--- src/rtl/usb_rh_pkg.sv ---
package usb_rh_pkg;

    typedef enum logic [2:0] {
        SEQ_IDLE,
        SEQ_RESET,
        SEQ_RESUME,
        SEQ_EOP,
        SEQ_RESYNC
    } seq_phase_e;

    // change bits, counted from the lowest change position upward
    localparam int CHG_N    = 5;
    localparam int CHG_BASE = 16;
    localparam int CH_CONN  = 0;
    localparam int CH_EN    = 1;
    localparam int CH_SUSP  = 2;
    localparam int CH_OC    = 3;
    localparam int CH_RST   = 4;

    // command / status positions
    localparam int P_CONN_DIS = 0;  // read: connected   write: disable
    localparam int P_EN       = 1;  // read: enabled     write: enable
    localparam int P_SUSP     = 2;  // read: suspended   write: suspend
    localparam int P_OC_RES   = 3;  // read: overcurrent write: resume
    localparam int P_RST      = 4;  // read: resetting   write: start reset
    localparam int P_RSM_ACT  = 5;  // read: resuming
    localparam int P_PWR      = 8;  // read: power       write: power on
    localparam int P_LS_POFF  = 9;  // read: low speed   write: power off

endpackage

--- src/rtl/usb_rh_port_seq.sv ---
module usb_rh_port_seq
    import usb_rh_pkg::*;
#(
    parameter int RESET_MS   = 10,
    parameter int RESUME_MS  = 20,
    parameter int RESYNC_MS  = 3,
    parameter int EOP_CYCLES = 4
) (
    input  logic clk,
    input  logic rst_n,
    input  logic tick,
    input  logic start_reset,
    input  logic start_resume,
    input  logic abort,
    output logic reset_active,
    output logic resume_active,
    output logic reset_done,
    output logic resume_done
);
    localparam int MAX_AB = (RESET_MS > RESUME_MS) ? RESET_MS : RESUME_MS;
    localparam int MAX_CD = (RESYNC_MS > EOP_CYCLES) ? RESYNC_MS : EOP_CYCLES;
    localparam int MAXC   = (MAX_AB > MAX_CD) ? MAX_AB : MAX_CD;
    localparam int CW     = $clog2(MAXC + 1);
    localparam logic [CW-1:0] RST_LAST  = CW'(RESET_MS - 1);
    localparam logic [CW-1:0] RSM_LAST  = CW'(RESUME_MS - 1);
    localparam logic [CW-1:0] EOP_LAST  = CW'(EOP_CYCLES - 1);
    localparam logic [CW-1:0] SYNC_LAST = CW'(RESYNC_MS - 1);

    typedef struct packed {
        seq_phase_e      phase;
        logic [CW-1:0]   cnt;
    } seq_state_t;

    seq_state_t st_d, st_q;

    always_comb begin
        st_d          = st_q;
        reset_done    = 1'b0;
        resume_done   = 1'b0;
        reset_active  = (st_q.phase == SEQ_RESET);
        resume_active = (st_q.phase == SEQ_RESUME) || (st_q.phase == SEQ_EOP)
                     || (st_q.phase == SEQ_RESYNC);
        if (abort) begin
            st_d.phase = SEQ_IDLE;
            st_d.cnt   = '0;
        end else if (start_reset) begin
            st_d.phase = SEQ_RESET;
            st_d.cnt   = '0;
        end else if (start_resume) begin
            st_d.phase = SEQ_RESUME;
            st_d.cnt   = '0;
        end else begin
            unique case (st_q.phase)
                SEQ_RESET: if (tick) begin
                    if (st_q.cnt == RST_LAST) begin
                        reset_done = 1'b1;
                        st_d.phase = SEQ_IDLE;
                        st_d.cnt   = '0;
                    end else begin
                        st_d.cnt = st_q.cnt + 1'b1;
                    end
                end
                SEQ_RESUME: if (tick) begin
                    if (st_q.cnt == RSM_LAST) begin
                        st_d.phase = SEQ_EOP;
                        st_d.cnt   = '0;
                    end else begin
                        st_d.cnt = st_q.cnt + 1'b1;
                    end
                end
                SEQ_EOP: begin
                    if (st_q.cnt == EOP_LAST) begin
                        st_d.phase = SEQ_RESYNC;
                        st_d.cnt   = '0;
                    end else begin
                        st_d.cnt = st_q.cnt + 1'b1;
                    end
                end
                SEQ_RESYNC: if (tick) begin
                    if (st_q.cnt == SYNC_LAST) begin
                        resume_done = 1'b1;
                        st_d.phase  = SEQ_IDLE;
                        st_d.cnt    = '0;
                    end else begin
                        st_d.cnt = st_q.cnt + 1'b1;
                    end
                end
                default: st_d.cnt = '0;
            endcase
        end
    end

    always_ff @(posedge clk) begin
        if (!rst_n) begin
            st_q.phase <= SEQ_IDLE;
            st_q.cnt   <= '0;
        end else begin
            st_q <= st_d;
        end
    end

endmodule

--- src/rtl/usb_rh_chg_bits.sv ---
module usb_rh_chg_bits #(
    parameter int N = 5
) (
    input  logic         clk,
    input  logic         rst_n,
    input  logic [N-1:0] set_i,
    input  logic [N-1:0] clr_i,
    input  logic [N-1:0] kill_i,
    output logic [N-1:0] chg_o
);
    logic [N-1:0] chg_d, chg_q;

    // a hardware set outranks a same-cycle software clear;
    // kill models a bit cleared by another hardware event
    for (genvar i = 0; i < N; i++) begin : g_bit
        always_comb begin
            chg_d[i] = set_i[i] | (chg_q[i] & ~clr_i[i] & ~kill_i[i]);
        end
    end

    always_ff @(posedge clk) begin
        if (!rst_n) chg_q <= '0;
        else        chg_q <= chg_d;
    end

    assign chg_o = chg_q;

endmodule

--- src/rtl/usb_rh_port_ctl.sv ---
module usb_rh_port_ctl
    import usb_rh_pkg::*;
#(
    parameter int RESET_MS      = 10,
    parameter int RESUME_MS     = 20,
    parameter int RESYNC_MS     = 3,
    parameter int EOP_CYCLES    = 4,
    parameter bit NON_REMOVABLE = 1'b0,
    parameter bit PER_PORT_OC   = 1'b1,
    parameter int DW            = 32
) (
    input  logic          clk,
    input  logic          rst_n,
    input  logic          tick_1ms,
    input  logic          wr_en,
    input  logic [DW-1:0] wr_data,
    output logic [DW-1:0] rd_data,
    input  logic          line_connect,
    input  logic          line_lowspeed,
    input  logic          line_overcurrent,
    input  logic          line_error
);
    typedef struct packed {
        logic conn;
        logic ls;
        logic oc;
        logic en;
        logic susp;
        logic pwr;
        logic first;
    } port_state_t;

    port_state_t st_d, st_q;

    logic [DW-1:0]    w;
    logic             disc, bad_cmd;
    logic             start_reset, start_resume;
    logic             reset_active, resume_active, reset_done, resume_done;
    logic [CHG_N-1:0] chg_set, chg_clr, chg_kill, chg_q;
    logic             unused_wr;

    assign w         = wr_en ? wr_data : '0;
    assign unused_wr = ^{w[DW-1:CHG_BASE+CHG_N], w[CHG_BASE-1:P_LS_POFF+1], w[P_PWR-1:P_RST+1]};

    always_comb begin
        st_d         = st_q;
        disc         = st_q.conn & ~line_connect;
        bad_cmd      = ~st_q.conn & (w[P_RST] | w[P_EN] | w[P_SUSP]);
        start_reset  = st_q.conn & w[P_RST] & ~reset_active & ~disc;
        start_resume = st_q.conn & w[P_OC_RES] & st_q.susp & ~resume_active
                     & ~reset_active & ~w[P_RST] & ~disc;

        chg_set  = '0;
        chg_kill = '0;
        chg_clr  = w[CHG_BASE +: CHG_N];

        st_d.first = 1'b0;
        st_d.conn  = line_connect;
        st_d.ls    = line_lowspeed;
        st_d.oc    = line_overcurrent;

        // port enable: disconnect, then reset end, then hardware fault, then software
        if (disc)
            st_d.en = 1'b0;
        else if (reset_done)
            st_d.en = 1'b1;
        else if (line_error && st_q.en) begin
            st_d.en            = 1'b0;
            chg_set[CH_EN]     = 1'b1;
        end else if (w[P_CONN_DIS])
            st_d.en = 1'b0;
        else if (st_q.conn && w[P_EN])
            st_d.en = 1'b1;

        // suspend
        if (disc || reset_done || resume_done)
            st_d.susp = 1'b0;
        else if (st_q.conn && w[P_SUSP] && st_q.en && !reset_active && !start_reset)
            st_d.susp = 1'b1;

        // power
        if (w[P_LS_POFF])
            st_d.pwr = 1'b0;
        else if (w[P_PWR])
            st_d.pwr = 1'b1;

        // change events
        if (NON_REMOVABLE)
            chg_set[CH_CONN] = st_q.first | bad_cmd;
        else
            chg_set[CH_CONN] = (line_connect != st_q.conn) | bad_cmd;
        chg_set[CH_SUSP]  = resume_done;
        chg_set[CH_RST]   = reset_done;
        chg_set[CH_OC]    = PER_PORT_OC && (line_overcurrent != st_q.oc);
        chg_kill[CH_SUSP] = reset_done;
    end

    always_ff @(posedge clk) begin
        if (!rst_n) begin
            st_q       <= '0;
            st_q.first <= 1'b1;
        end else begin
            st_q <= st_d;
        end
    end

    usb_rh_port_seq #(
        .RESET_MS  (RESET_MS),
        .RESUME_MS (RESUME_MS),
        .RESYNC_MS (RESYNC_MS),
        .EOP_CYCLES(EOP_CYCLES)
    ) u_seq (
        .clk          (clk),
        .rst_n        (rst_n),
        .tick         (tick_1ms),
        .start_reset  (start_reset),
        .start_resume (start_resume),
        .abort        (disc),
        .reset_active (reset_active),
        .resume_active(resume_active),
        .reset_done   (reset_done),
        .resume_done  (resume_done)
    );

    usb_rh_chg_bits #(.N(CHG_N)) u_chg (
        .clk   (clk),
        .rst_n (rst_n),
        .set_i (chg_set),
        .clr_i (chg_clr),
        .kill_i(chg_kill),
        .chg_o (chg_q)
    );

    always_comb begin
        rd_data                     = '0;
        rd_data[P_CONN_DIS]         = st_q.conn;
        rd_data[P_EN]               = st_q.en;
        rd_data[P_SUSP]             = st_q.susp;
        rd_data[P_OC_RES]           = st_q.oc;
        rd_data[P_RST]              = reset_active;
        rd_data[P_RSM_ACT]          = resume_active;
        rd_data[P_PWR]              = st_q.pwr;
        rd_data[P_LS_POFF]          = st_q.ls & st_q.conn;
        rd_data[CHG_BASE +: CHG_N]  = chg_q;
    end

endmodule

--- config.mk ---
export PLATFORM = sky130hd
export DESIGN_NAME = usb_rh_port_ctl
export DESIGN_NICKNAME = d
export VERILOG_FILES = /design/src/rtl/usb_rh_pkg.sv /design/src/rtl/usb_rh_port_seq.sv /design/src/rtl/usb_rh_chg_bits.sv /design/src/rtl/usb_rh_port_ctl.sv
export SDC_FILE = /design/constraint.sdc
export NUM_CORES = 1
export LEC_CHECK = 0
export BUFFER_PORTS_ARGS = -buffer_cell sky130_fd_sc_hd__buf_2
export CAP_MARGIN = 20
export CORE_ASPECT_RATIO = 1.4
export CORE_MARGIN = 2
export CORE_UTILIZATION = 30
export CTS_BUF_LIST = sky130_fd_sc_hd__clkbuf_16
export DETAILED_ROUTE_END_ITERATION = 16
export PLACE_DENSITY = 0.64
export SETUP_SLACK_MARGIN = 0.4
export SKIP_LAST_GASP = 1
export SYNTH_ARGS = -nofsm -noshare
export SYNTH_HDL_FRONTEND = slang
export SYNTH_HIERARCHICAL = 1
export SYNTH_SLANG_ARGS = --single-unit
--- constraint.sdc ---
create_clock -name clk -period 2.8 [get_ports clk]
set_input_delay 0.28 -clock clk [delete_from_list [all_inputs] [get_ports clk]]
set_output_delay 0.28 -clock clk [all_outputs]
set_load 0.02 [all_outputs]
==> impl_metrics.env <==
export IMPL_status="finished, final reports clean"
export IMPL_synth_edf_count=0
export IMPL_grt_max_degree=12
export IMPL_firstDrtPassIters=4
export IMPL_path_clk_slew_ns=0.05
export IMPL_max_freq_mhz=432
export IMPL_final_nets=246
export IMPL_synth_most_common_cell="buf_4"
export IMPL_cap_viol_max_count=0
export IMPL_synth_area_leaders="dfxtp_1 (26%), buf_4 (15%), nor3b_2 (5.2%)"
export IMPL_cts_tree="built"
export IMPL_numPortBuffers=32
export IMPL_numCtsBuffers=3
export IMPL_routabilityCongestion=0.847
export IMPL_pwr_share_comb=0.144
export IMPL_yosysUniqueCellTypes=47
export IMPL_seq_area_frac_synth=0.265
export IMPL_path_max_fanout=8
export IMPL_p_clk_frac=0.439
export IMPL_design_core_area_sq_um=4570
export IMPL_rsz0062_at_grt="yes"
export IMPL_setup_violations=0
export IMPL_drive_gt1_frac=0.289
export IMPL_start_kind="flip-flop"
export IMPL_grt_pass1_vias=1194
export IMPL_synth_flop_cell="dfxtp_1"
export IMPL_hold_slack_ns=0.235
export IMPL_ctsRootBufferMaster="clkbuf_16"
export IMPL_synth_seq_cells=19
export IMPL_die_area_sq_um=5370
export IMPL_final_setup_skew_ns=0.00133
export IMPL_postLayoutCoreUtil=0.364
export IMPL_placed_cells=259
export IMPL_n_fill_cell=494
export IMPL_vdd_drop_max_mv=0.178
export IMPL_setup_tns_final_ns=0
export IMPL_yosys_area_top_type="dfxtp_1"
export IMPL_clk_latency_ns=0.25
export IMPL_drt_first_iter_violations=14
export IMPL_place_area_sq_um=1560
export IMPL_layout_cells_non_filler=263
export IMPL_clock_sinks=19
export IMPL_power_net_switching_uw=170
export IMPL_period_needed_ns=2.32
export IMPL_syn_inst=169
export IMPL_grt_usage=0.113
export IMPL_hold_viol=0
export IMPL_finish_instance_area_sq_um=1670
export IMPL_synth_warnings=6
export IMPL_crit_arrival_ns=2.50
export IMPL_grt_overflow_total=0
export IMPL_drv_slew=0
export IMPL_drt_wl_total_mm=2.86
export IMPL_vias=1236
export IMPL_syn_cell_area_sq_um=1440
export IMPL_synthTopCellsByCount="buf_4 (28), dfxtp_1 (19), and2_1 (10), nand2b_1 (10), inv_1 (9)"
export IMPL_ios=72
export IMPL_n_antenna_cell=0
export IMPL_postCtsHoldBufs=0
export IMPL_ant_nets=0
export IMPL_wl_per_cell_um=10.9
export IMPL_switching_share=0.253
export IMPL_initial_utilization=0.314
export IMPL_hpwl_mm=2.30
export IMPL_rows=29
export IMPL_seq_power_share=0.418
export IMPL_hp_class="primary input to flip-flop"
export IMPL_worstPathRequired_ns=2.98
export IMPL_synth_top_area_share=0.265
export IMPL_fp_dieW_um=62.5
export IMPL_htree_levels=1
export IMPL_grt_first_pass_wirelength_mm=4.95
export IMPL_crit_type="flip-flop to flip-flop"
export IMPL_cellLeakagePower_nw=0.733
export IMPL_via_per_inst=4.70
export IMPL_route_detailed_drc=0
export IMPL_clockBufferDepth=2
export IMPL_die_y_um=85.9
export IMPL_antenna_found_initial=0
export IMPL_intPower_uw=501
export IMPL_powerDensity_nw_per_um2=403
export IMPL_area_growth_syn_to_layout_pct=15.9
export IMPL_postSynth_asyncResetShare=0
export IMPL_avgSynthCellArea_sq_um=8.50
export IMPL_timing_final_crit_share=0.827
export IMPL_cp_end_kind="flip-flop"
## routing by layer
| metal | vias to the layer above | GRT usage | part of all wire |
|---|---|---|---|
| li1 | 621 | - | - |
| met4 | 0 | 0.0525 | 0.021 |
| met2 | 51 | 0.207 | 0.49 |
| met3 | 8 | 0.0341 | 0.082 |
| met1 | 556 | 0.117 | 0.41 |
| met5 | - | 0 | 0 |
## what timing repair did
| item | in CTS | in global routing |
|---|---|---|
| buffers inserted | 0 | 0 |
| setup endpoints to repair | 1 | 4 |
| gates resized for setup | 1 | 4 |
## through the flow
stage               power, mW  setup WS, ns
floorplan               0.375         0.632
global placement        0.381         0.383
detailed placement      0.381         0.396
CTS                     0.682         0.440
global route            0.703         0.361
finish                  0.671         0.483
## final cells by class
cell class / instances / area, sq um / share of cell area
Clock inverter: 1 / 5.00 / 0.00301
Multi-Input combinational cell: 134 / 910 / 0.546
Sequential cell: 19 / 382 / 0.229
Timing Repair Buffer: 35 / 183 / 0.110
Tap cell: 62 / 77.6 / 0.0466
Inverter: 9 / 33.8 / 0.0203
Clock buffer: 3 / 75.1 / 0.0451
## flip-flops by register name, indices dropped and copies added, names as in the netlist
signal,flops
rd_data,5
u_seq/st_q,8
u_chg/chg_o,5
st_q,1
## layout by cell type, fill, tap and decap left out, types with 3 or more instances in the layout
cell       count
a21oi_1        3
and2_1        10
buf_2         32
buf_4          3
clkbuf_16      3
conb_1        23
dfxtp_1       18
ha_1           4
inv_1          9
nand2_1        8
nand2b_1      10
nand3_1        7
nor2_1         6
nor3_1         3
nor3b_2        5
nor4_1         4
o21a_1         7
o21ai_1        3
## worst max-delay path, cell delays in order, from the launching register on
cell	delay, ns
dfxtp_1	0.37
or3b_1	0.41
inv_1	0.12
and3b_1	0.20
and3b_1	0.22
or3_1	0.46
a311oi_1	0.31
o21ai_1	0.09
o21ai_1	0.08
## worst paths after layout
path	end	cells past startpoint	startpoint	slack (ns)
max	u_seq/st_q[2]	8	u_seq/st_q[7]	0.48
min	st_q[5]	2	line_lowspeed	0.24
max reg2reg	u_seq/st_q[2]	8	u_seq/st_q[7]	0.48
min reg2reg	rd_data[8]	2	rd_data[8]	0.47
## cell families (layout without fill, tap and decap cells)
group | after synthesis | in the layout | share of synthesized area
xor+xnor | 1 | 1 | 0.00610
buf+inv | 38 | 48 | 0.173
compound gates | 29 | 29 | 0.152
other cells | 1 | 23 | 0.00261
flops | 19 | 19 | 0.265
simple gates | 76 | 76 | 0.360
fa+ha+maj | 5 | 5 | 0.0418
## power groups by stage
stage               Combinational (mW)  Clock, mW  Sequential, mW
floorplan                       0.0856          0           0.289
global placement                0.0951          0           0.286
detailed placement              0.0953          0           0.286
CTS                             0.0959      0.306           0.280
global route                     0.107      0.316           0.281
finish                          0.0964      0.294           0.280
No activity file was read; power rests on OpenSTA's default activity.
